## config.mk

```make
export PLATFORM = sky130hd
export DESIGN_NAME = cfg_i2c_slave
export DESIGN_NICKNAME = d
export VERILOG_FILES = /design/src/rtl/cfg_i2c_slave.sv
export SDC_FILE = /design/constraint.sdc
export NUM_CORES = 1
export LEC_CHECK = 0
export ABC_CLOCK_PERIOD_IN_PS = 3000
export BUFFER_PORTS_ARGS = -buffer_cell sky130_fd_sc_hd__buf_2
export CAP_MARGIN = 20
export CELL_PAD_IN_SITES_DETAIL_PLACEMENT = 0
export CELL_PAD_IN_SITES_GLOBAL_PLACEMENT = 1
export CORE_MARGIN = 2
export CORE_UTILIZATION = 37
export CTS_CLUSTER_SIZE = 14
export DETAILED_ROUTE_END_ITERATION = 16
export PLACE_DENSITY = 0.72
export SETUP_SLACK_MARGIN = 0.1
export SYNTH_ARGS = -nofsm -noshare
export SYNTH_HDL_FRONTEND = slang
export SYNTH_SLANG_ARGS = --single-unit
```

## constraint.sdc

```tcl
create_clock -name clk -period 3 [get_ports clk]
set_input_delay 0.15 -clock clk [delete_from_list [all_inputs] [get_ports clk]]
set_output_delay 0.15 -clock clk [all_outputs]
set_load 0.01 [all_outputs]
```

## src/rtl/cfg_i2c_slave.sv

```systemverilog
module cfg_i2c_slave #(
  parameter int         NUM_LANES  = 15,
  parameter int         LAST_SUB   = 15,
  parameter logic [5:0] DEV_PREFIX = 6'b110000
) (
  input  logic                   clk,
  input  logic                   rst_n,
  input  logic                   scl_i,
  input  logic                   sda_i,
  input  logic                   addr_sel_i,
  output logic                   sda_oe_o,
  output logic [8*NUM_LANES-1:0] cfg_o,
  output logic                   bad_sub_o
);
  localparam int W = 8 * NUM_LANES;

  typedef enum logic [1:0] {ST_IDLE, ST_BITS, ST_ACK} state_t;
  typedef enum logic [1:0] {K_ADDR, K_SUB, K_DATA} kind_t;

  logic [2:0] scl_sh, sda_sh;
  logic [1:0] sel_sh;
  logic       scl_s, scl_p, sda_s, sda_p;

  always_ff @(posedge clk or negedge rst_n)
    if (!rst_n) begin
      scl_sh <= '1;
      sda_sh <= '1;
      sel_sh <= '0;
    end else begin
      scl_sh <= {scl_sh[1:0], scl_i};
      sda_sh <= {sda_sh[1:0], sda_i};
      sel_sh <= {sel_sh[0], addr_sel_i};
    end

  assign scl_s = scl_sh[1];
  assign scl_p = scl_sh[2];
  assign sda_s = sda_sh[1];
  assign sda_p = sda_sh[2];

  wire scl_rise = scl_s & ~scl_p;
  wire scl_fall = ~scl_s & scl_p;
  wire start_c  = scl_s & scl_p & sda_p & ~sda_s;
  wire stop_c   = scl_s & scl_p & ~sda_p & sda_s;

  state_t     st;
  kind_t      kind;
  logic [3:0] cnt;
  logic [7:0] sh;
  logic [7:0] ptr;
  logic       rd;
  logic       oe;
  logic       bad;

  wire byte_end  = (st == ST_BITS) && scl_fall && (cnt == 4'd8) && !start_c && !stop_c;
  wire addr_hit  = (sh[7:1] == {DEV_PREFIX, sel_sh[1]});
  wire ptr_over  = (ptr > 8'(LAST_SUB));
  wire data_done = byte_end && (kind == K_DATA);

  always_ff @(posedge clk or negedge rst_n)
    if (!rst_n) begin
      st   <= ST_IDLE;
      kind <= K_ADDR;
      cnt  <= '0;
      sh   <= '0;
      ptr  <= '0;
      rd   <= 1'b0;
      oe   <= 1'b0;
      bad  <= 1'b0;
    end else if (start_c) begin
      st   <= ST_BITS;
      kind <= K_ADDR;
      cnt  <= '0;
      oe   <= 1'b0;
    end else if (stop_c) begin
      st   <= ST_IDLE;
      oe   <= 1'b0;
    end else begin
      case (st)
        ST_BITS: begin
          if (scl_rise && cnt != 4'd8) begin
            sh  <= {sh[6:0], sda_s};
            cnt <= cnt + 4'd1;
          end else if (byte_end) begin
            case (kind)
              K_ADDR: begin
                if (addr_hit) begin
                  oe <= 1'b1;
                  rd <= sh[0];
                  st <= ST_ACK;
                end else begin
                  st <= ST_IDLE;
                end
              end
              K_SUB: begin
                oe  <= 1'b1;
                st  <= ST_ACK;
                ptr <= sh;
                bad <= (sh > 8'(LAST_SUB));
              end
              default: begin
                oe <= 1'b1;
                st <= ST_ACK;
                if (ptr_over) bad <= 1'b1;
                else          ptr <= ptr + 8'd1;
              end
            endcase
          end
        end
        ST_ACK: begin
          if (scl_fall) begin
            oe  <= 1'b0;
            cnt <= '0;
            if (kind == K_ADDR && rd) begin
              st <= ST_IDLE;
            end else begin
              st   <= ST_BITS;
              kind <= (kind == K_ADDR) ? K_SUB : K_DATA;
            end
          end
        end
        default: ;
      endcase
    end

  logic [7:0] lane_q [NUM_LANES];

  for (genvar i = 0; i < NUM_LANES; i++) begin : g_lane
    always_ff @(posedge clk or negedge rst_n)
      if (!rst_n)
        lane_q[i] <= '0;
      else if (data_done && ptr == 8'(i))
        lane_q[i] <= sh;
    assign cfg_o[W-1-8*i -: 8] = lane_q[i];
  end

  assign sda_oe_o  = oe;
  assign bad_sub_o = bad;
endmodule

```

==> reports/results.txt, run 1 <==
Status = finished, final reports clean
Post-synth top area share = 57.8%
Post-CTS Hold Fix Bufs = 4
GRT Total Usage = 17.3%
Worst Path Buf+Inv = 1
P_int = 0.00387 W
Period utilisation layout = 82.1%
Global-route wire length before repair = 24300 um
Leading area contributor after synthesis = dfrtp_1
Vias in the first global route = 4321
H-tree Lvls = 4
CTS tree = built
Synth warn = 0
Yosys reg bits = 155
Top delay family on crit path = simple AND/OR/NAND/NOR gates
Root Buffer Master = clkbuf_16
Max Freq = 406 MHz
Clock Pin Slew Worst Setup and Hold Paths = 60 ps
Pin count of the biggest net entering global routing = 102
Final wirelength = 14900 um
Grt total ovfl = 0
Insertion delay to the later sink of the worst-skew pair = 420 ps
Number of DRC markers in iteration 0 = 88
Synth area leaders = dfrtp_1 (58%), mux2_2 (21%), dfstp_2 (2.4%), nand2_1 (2.4%), nor4_4 (1.6%)
Flop2flop setup slack = 540 ps
Part of the power in registers = 43.0%
FF-to-FF path depth = 7
Tmin final = 2460 ps
Mapped Cells = 466
Final Hold Viols = 0
# DRC = 0
Nets = 613
Skew final = 7.52 ps
Reg-to-reg critical path startpoint = cnt[0]
Worst-path cell chain = inv_1 -> ha_1 -> and3b_1 -> nand4_1 -> or3b_2 -> nor2_8 -> mux2_2
Share of post-route cells with drive strength above 1 = 50.8%
Post-synthesis cell type count = 48
Most used DFF post-synth = dfrtp_1
N_diodes = 0
Hold Crit Class = register to register
Levels on crit path = 7
Clock power frac = 44.7%
Initial antenna violation count = 0
Setup bufs post-CTS = 0
Syn avg cell area = 13.8 um^2
Pwr/cell area = 657 nW/um^2
Final setup fails = 0
Sequential area share after synthesis = 60.2%
Die Y = 136 um
Max-slew violation count = 0
Tightest Pin Transition = 934 ps
Die width = 136 um
Critical path fanouts, max = 8
Post-route ant nets = 0
EDFF count, synth = 0
Leakage = 4.36 nW
Slew margin rel. = 37.7%
Final cell count without fillers = 837
Port bufs = 126
Clock buffer depth = 2
Crit path from = cnt[0]
Startpoint Class = register
Post-CTS sizing = 0
Cells after DPL = 802
Switching power total = 0.00143 W
Detail-routed via count per cell = 5.00
Fillers = 1584
CTS buffer count = 17
Critical path type = register to register
RR Endpoint = cfg_o[54]
Mapped Nets = 479
Worst setup endpoint = cfg_o[54]
Crit. End Element = register
Initial Util = 37.6%
Syn Std Cell Area = 6450 um^2
Worst VDD drop = 0.381 mV
Slowest cell on crit path = or3b_2
Ports = 127
Drt first pass iters = 4
CORE AREA = 17200 um^2
DP HPWL = 9950 um
Req. time, crit path = 3300 ps
Cell Rows = 48
RSZ-0062 raised after global routing = false
Sw frac = 27.0%
Post-synth ARST share = 100%
TNS Setup = 0 ps
Syn-to-layout area delta = 24.9%
Placer Congestion = 0.874
Sink Count = 155
Die ar. = 18500 um^2
Via count = 4186
Max Cap Viol = 0
Slowest stage delay, CP = 670 ps
Routed WL per cell = 17.8 um
Combinational share of power = 12.3%
Data arrival, critical path = 2760 ps
## sequential cells by signal, summed over array words and instances (netlist names)
signal     flops
kind           2
cnt            4
sda_sh         3
cfg_o        120
rd             1
sel_sh         2
bad_sub_o      1
sh             8
st             2
scl_sh         3
ptr            8
sda_oe_o       1
## synth_stat cells (all sizes together), types with 4 or more instances
cell    instances
a21oi          14
buf             7
clkbuf         21
dfrtp         149
dfstp           6
ha              8
inv             7
mux2          123
nand2          42
nand2b          4
nand3          14
nor2           18
nor3            6
nor4            6
o21ai           4
## kinds of logic (layout without fill, tap and decap cells)
| group | count (synthesis) | in the layout | share of synthesized area, % |
|---|---|---|---|
| AND/OR/NAND/NOR | 105 | 105 | 10.3 |
| adder cells (fa/ha/maj) | 8 | 8 | 1.55 |
| AO/OA/AOI/OAI | 36 | 36 | 3.63 |
| flip-flops | 155 | 155 | 60.2 |
| XOR/XNOR | 2 | 2 | 0.272 |
| buffers and inverters | 35 | 181 | 2.19 |
| multiplexers | 125 | 125 | 21.8 |
## placed cells by master, fill, tap and decap left out, drive strengths merged, types with 2 or more instances in the layout
master / count
dfstp: 6
o21ai: 4
inv: 10
a22o: 3
mux2i: 2
nor2: 18
nand2b: 4
o22ai: 2
dfrtp: 149
nand3: 14
dlygate4sd3: 4
nor4: 6
clkinv: 3
clkbuf: 19
a31oi: 3
nand4: 2
nor2b: 2
a21oi: 14
ha: 8
nor3: 6
bufinv: 5
a211oi: 2
buf: 139
nand3b: 2
nand2: 42
mux2: 123
and3b: 2
## cell type report
class                   instances  area (um^2)  area share [%]
flip-flops and latches        155         3890            48.2
well taps                     225          282            3.49
clock buffers                  19          443            5.50
clock inverters                12          213            2.64
inverters                       7         26.3           0.326
repair buffers                143          787            9.76
multi-input cells             276         2420            30.1
## through the flow
| stage | hold slack (ps) | setup WS, ps | power, W | util (%) | instance area (um^2) |
|---|---|---|---|---|---|
| 2_1_floorplan | -146 | 626 | 0.00264 | - | 6450 |
| 3_3_place_gp | 263 | 572 | 0.00296 | 42.9 | 7360 |
| 3_5_place_dp | 258 | 537 | 0.00298 | 42.9 | 7360 |
| 4_1_cts | 350 | 519 | 0.00537 | 46.9 | 8060 |
| 5_1_grt | 358 | 369 | 0.00557 | 46.9 | 8060 |
| 6_report | 355 | 537 | 0.00530 | 46.9 | 8060 |
## power by group through the flow
stage / Combinational, W / Sequential (W) / Clock (W)
floorplan: 0.000391 / 0.00225 / 0
global placement: 0.000644 / 0.00231 / 0
detailed placement: 0.000662 / 0.00232 / 0
CTS: 0.000668 / 0.00228 / 0.00243
global route: 0.000732 / 0.00229 / 0.00254
finish: 0.000654 / 0.00228 / 0.00237
## routing by layer
| metal | part of all wire (%) | track usage, % | vias up |
|---|---|---|---|
| met5 | 0 | 0 | - |
| met4 | 1.6 | 5.32 | 0 |
| met3 | 7.4 | 6.38 | 21 |
| met2 | 47 | 26.6 | 128 |
| met1 | 44 | 22.7 | 2125 |
| li1 | - | - | 1912 |
## worst min path at each step
| stage | cells past startpoint | end | slack (ps) | start |
|---|---|---|---|---|
| finish | 0 | scl_sh[1] | 360 | scl_sh[0] |
| CTS | 2 | sda_sh[0] | 350 | sda_i |
| floorplan | 0 | bad_sub_o | -150 | rst_n |
| global route | 0 | scl_sh[1] | 360 | scl_sh[0] |
| detailed placement | 1 | sda_sh[0] | 260 | sda_i |
| global placement | 1 | scl_sh[0] | 260 | scl_i |
Power figures use the tool's default switching activity.
==> run 2: changes to the inputs <==
ABC_AREA = 1   (was not set)
ABC_CLOCK_PERIOD_IN_PS = 2130   (was 3000)
PLACE_DENSITY = 0.79   (was 0.72)
clock period = 2.13 ns   (was 3 ns; I/O delays follow)
==> run 2 against run 1 <==
Effect of this change:
- count of clock-buffer cells in the layout is 1 lower
- critical endpoint is now cfg_o[21]
- die area grew 3.8%
- largest power group unchanged
- non-clock buffer count grew 30
- hold slack worse by 130 ps
- final cell count increased by 41%
- critical path depth is 3 higher
==> reports/results.txt, run 2 <==
Status = finished, final reports clean
Vias in the first global route = 5407
Compound-cell area share of the yosys netlist = 2.93%
Post-Synth XOR/XNOR Area = 0.261%
Syn Std Cell Area = 6710 um^2
Die ar. = 19200 um^2
Final cell count without fillers = 1178
Syn-to-layout area delta = 29.2%
Data arrival, critical path = 2290 ps
Post-synth top area share = 55.6%
Slew margin rel. = 59.4%
Most used DFF post-synth = dfrtp_1
Cell Rows = 49
Most common cell in the netlist = nand2_1
Critical path type = register to register
Number of DRC markers in iteration 0 = 368
Post-synthesis cell type count = 27
Most instantiated cells after synthesis = nand2_1 (315), dfrtp_1 (149), nand3_1 (139)
RSZ-0062 raised after global routing = true
Post-synth ARST share = 100%
Critical path fanouts, max = 19
Insertion delay to the later sink of the worst-skew pair = 430 ps
Req. time, crit path = 2500 ps
Grt total ovfl = 0
Sink Count = 155
Leading area contributor after synthesis = dfrtp_1
Sequential area share after synthesis = 58.0%
N_diodes = 0
Die Y = 139 um
Multi-input logic area = 2630 um^2
Drt first pass iters = 6
CTS tree = built
Skew final = 10.4 ps
Crit path from = cnt[0]
Max Freq = 519 MHz
Cells after DPL = 1139
Mapped Nets = 791
Leakage = 5.04 nW
Post-Place Worst Slack = 92.1 ps
Initial Util = 37.5%
TNS Setup = 0 ps
Ports = 127
Most frequent cells in the layout = nand2_1 (301), dfrtp_1 (149), nand3_1 (139)
# DRC = 0
Post-route ant nets = 0
Final Hold Viols = 0
Post-Synth Adder-Cell Area = 1.49%
Clock Pin Slew Worst Setup and Hold Paths = 70 ps
Clock buffer depth = 2
Mapped Cells = 778
Port bufs = 126
Period utilisation layout = 90.5%
Share of post-route cells with drive strength above 1 = 25.7%
Routed WL per cell = 15.4 um
Yosys reg bits = 155
Most common cell after layout, fill and taps aside = nand2_1
Hold Crit Class = input pin to asynchronous set/reset pin
Via count = 5762
Syn avg cell area = 8.62 um^2
Synth area leaders = dfrtp_1 (56%), nand2_1 (18%), nand3_1 (10%), dfstp_2 (2.4%), nor3_2 (2.2%)
Crit. End Element = register
Largest register FFs = 120
Max Cap Viol = 0
Root Buffer Master = clkbuf_16
EDFF count, synth = 0
Max-slew violation count = 0
Detail-routed via count per cell = 4.89
Pin count of the biggest net entering global routing = 66
Final wirelength = 18100 um
Storage element area = 3890 um^2
Synth warn = 0
CORE AREA = 17900 um^2
Initial antenna violation count = 0
Fillers = 1746
Pwr/cell area = 908 nW/um^2
Reg-to-reg critical path startpoint = cnt[0]
Nets = 949
GRT Total Usage = 18.9%
Post-synthesis mux area share = 0%
H-tree Lvls = 4
DP HPWL = 12000 um
Tightest Pin Transition = 609 ps
Final Worst Setup Slack = 203 ps
Placer Congestion = 0.797
Power, Total = 0.00787 W
CTS buffer count = 17
Final setup fails = 0
Global-route wire length before repair = 29000 um
Worst VDD drop = 0.657 mV
Die width = 139 um
Largest family of logic cells by synthesized area = simple AND/OR/NAND/NOR gates
Tmin final = 1930 ps
Post-synthesis simple-gate area fraction = 33.4%
Startpoint Class = register
## run 2: metrics by stage
stage / cell area (um^2) / util [%] / hold WS (ps)
final: 8660 / 48.4 / 226
after floorplan: 6710 / - / -189
after CTS: 8500 / 47.5 / 256
after global placement: 7810 / 43.6 / 146
after global routing: 8660 / 48.4 / 273
after detailed placement: 7810 / 43.6 / 125
## run 2: worst max-delay path, stage by stage, from the launching register on
cell      delay, ps
dfrtp_1         410
inv_1            90
ha_1            140
nand3_1         130
nand3b_4        210
nor3_4          230
buf_12          150
buf_8           170
buf_4           180
nand3_1          80
nand2_1          90
## run 2: cells by family (layout without fill, tap and decap cells)
kind of cell / count (synthesis) / count (layout)
AO/OA/AOI/OAI: 38 / 38
XOR/XNOR: 2 / 2
adder cells (fa/ha/maj): 8 / 8
buffers and inverters: 68 / 239
flip-flops: 155 / 155
AND/OR/NAND/NOR: 507 / 507
## run 2: worst paths after layout
kind	end	slack (ps)	cells after the start
setup / recovery	cfg_o[21]	200	10
setup reg to reg	cfg_o[21]	200	10
hold reg to reg	sda_sh[1]	350	0
hold / removal	cfg_o[99]	230	2
min in group clk	sda_sh[0]	320	2
max in group asynchronous	ptr[4]	1170	3
## run 2: per-layer routing
metal  vias up  GRT usage (%)  part of all wire [%]
met1      2745           26.0                    45
li1       2840              -                     -
met2       155           30.6                    49
met4         0           6.06                   1.5
met5         -              0                     0
met3        22           3.38                   5.0
## run 2: power breakdown
part	switching [W]	internal, W
sequential	0.000156	0.00309
clock	0.00133	0.00193
combinational	0.000990	0.000370
total	0.00248	0.00539
## run 2: area by class of cell
type,count,area share (%)
multi-input cells,555,30.3
clock inverters,14,2.35
inverters,34,1.47
repair buffers,173,12.6
clock buffers,18,5.07
well taps,229,3.31
flip-flops and latches,155,44.9
## run 2: repair_timing
item,4_1_cts,5_1_grt
hold buffers,4,0
pin swaps,0,1
endpoints found under the hold margin,58,0
gates cloned,0,1
gates resized for setup,2,30
setup buffers,0,2
endpoints found under the setup margin,12,120
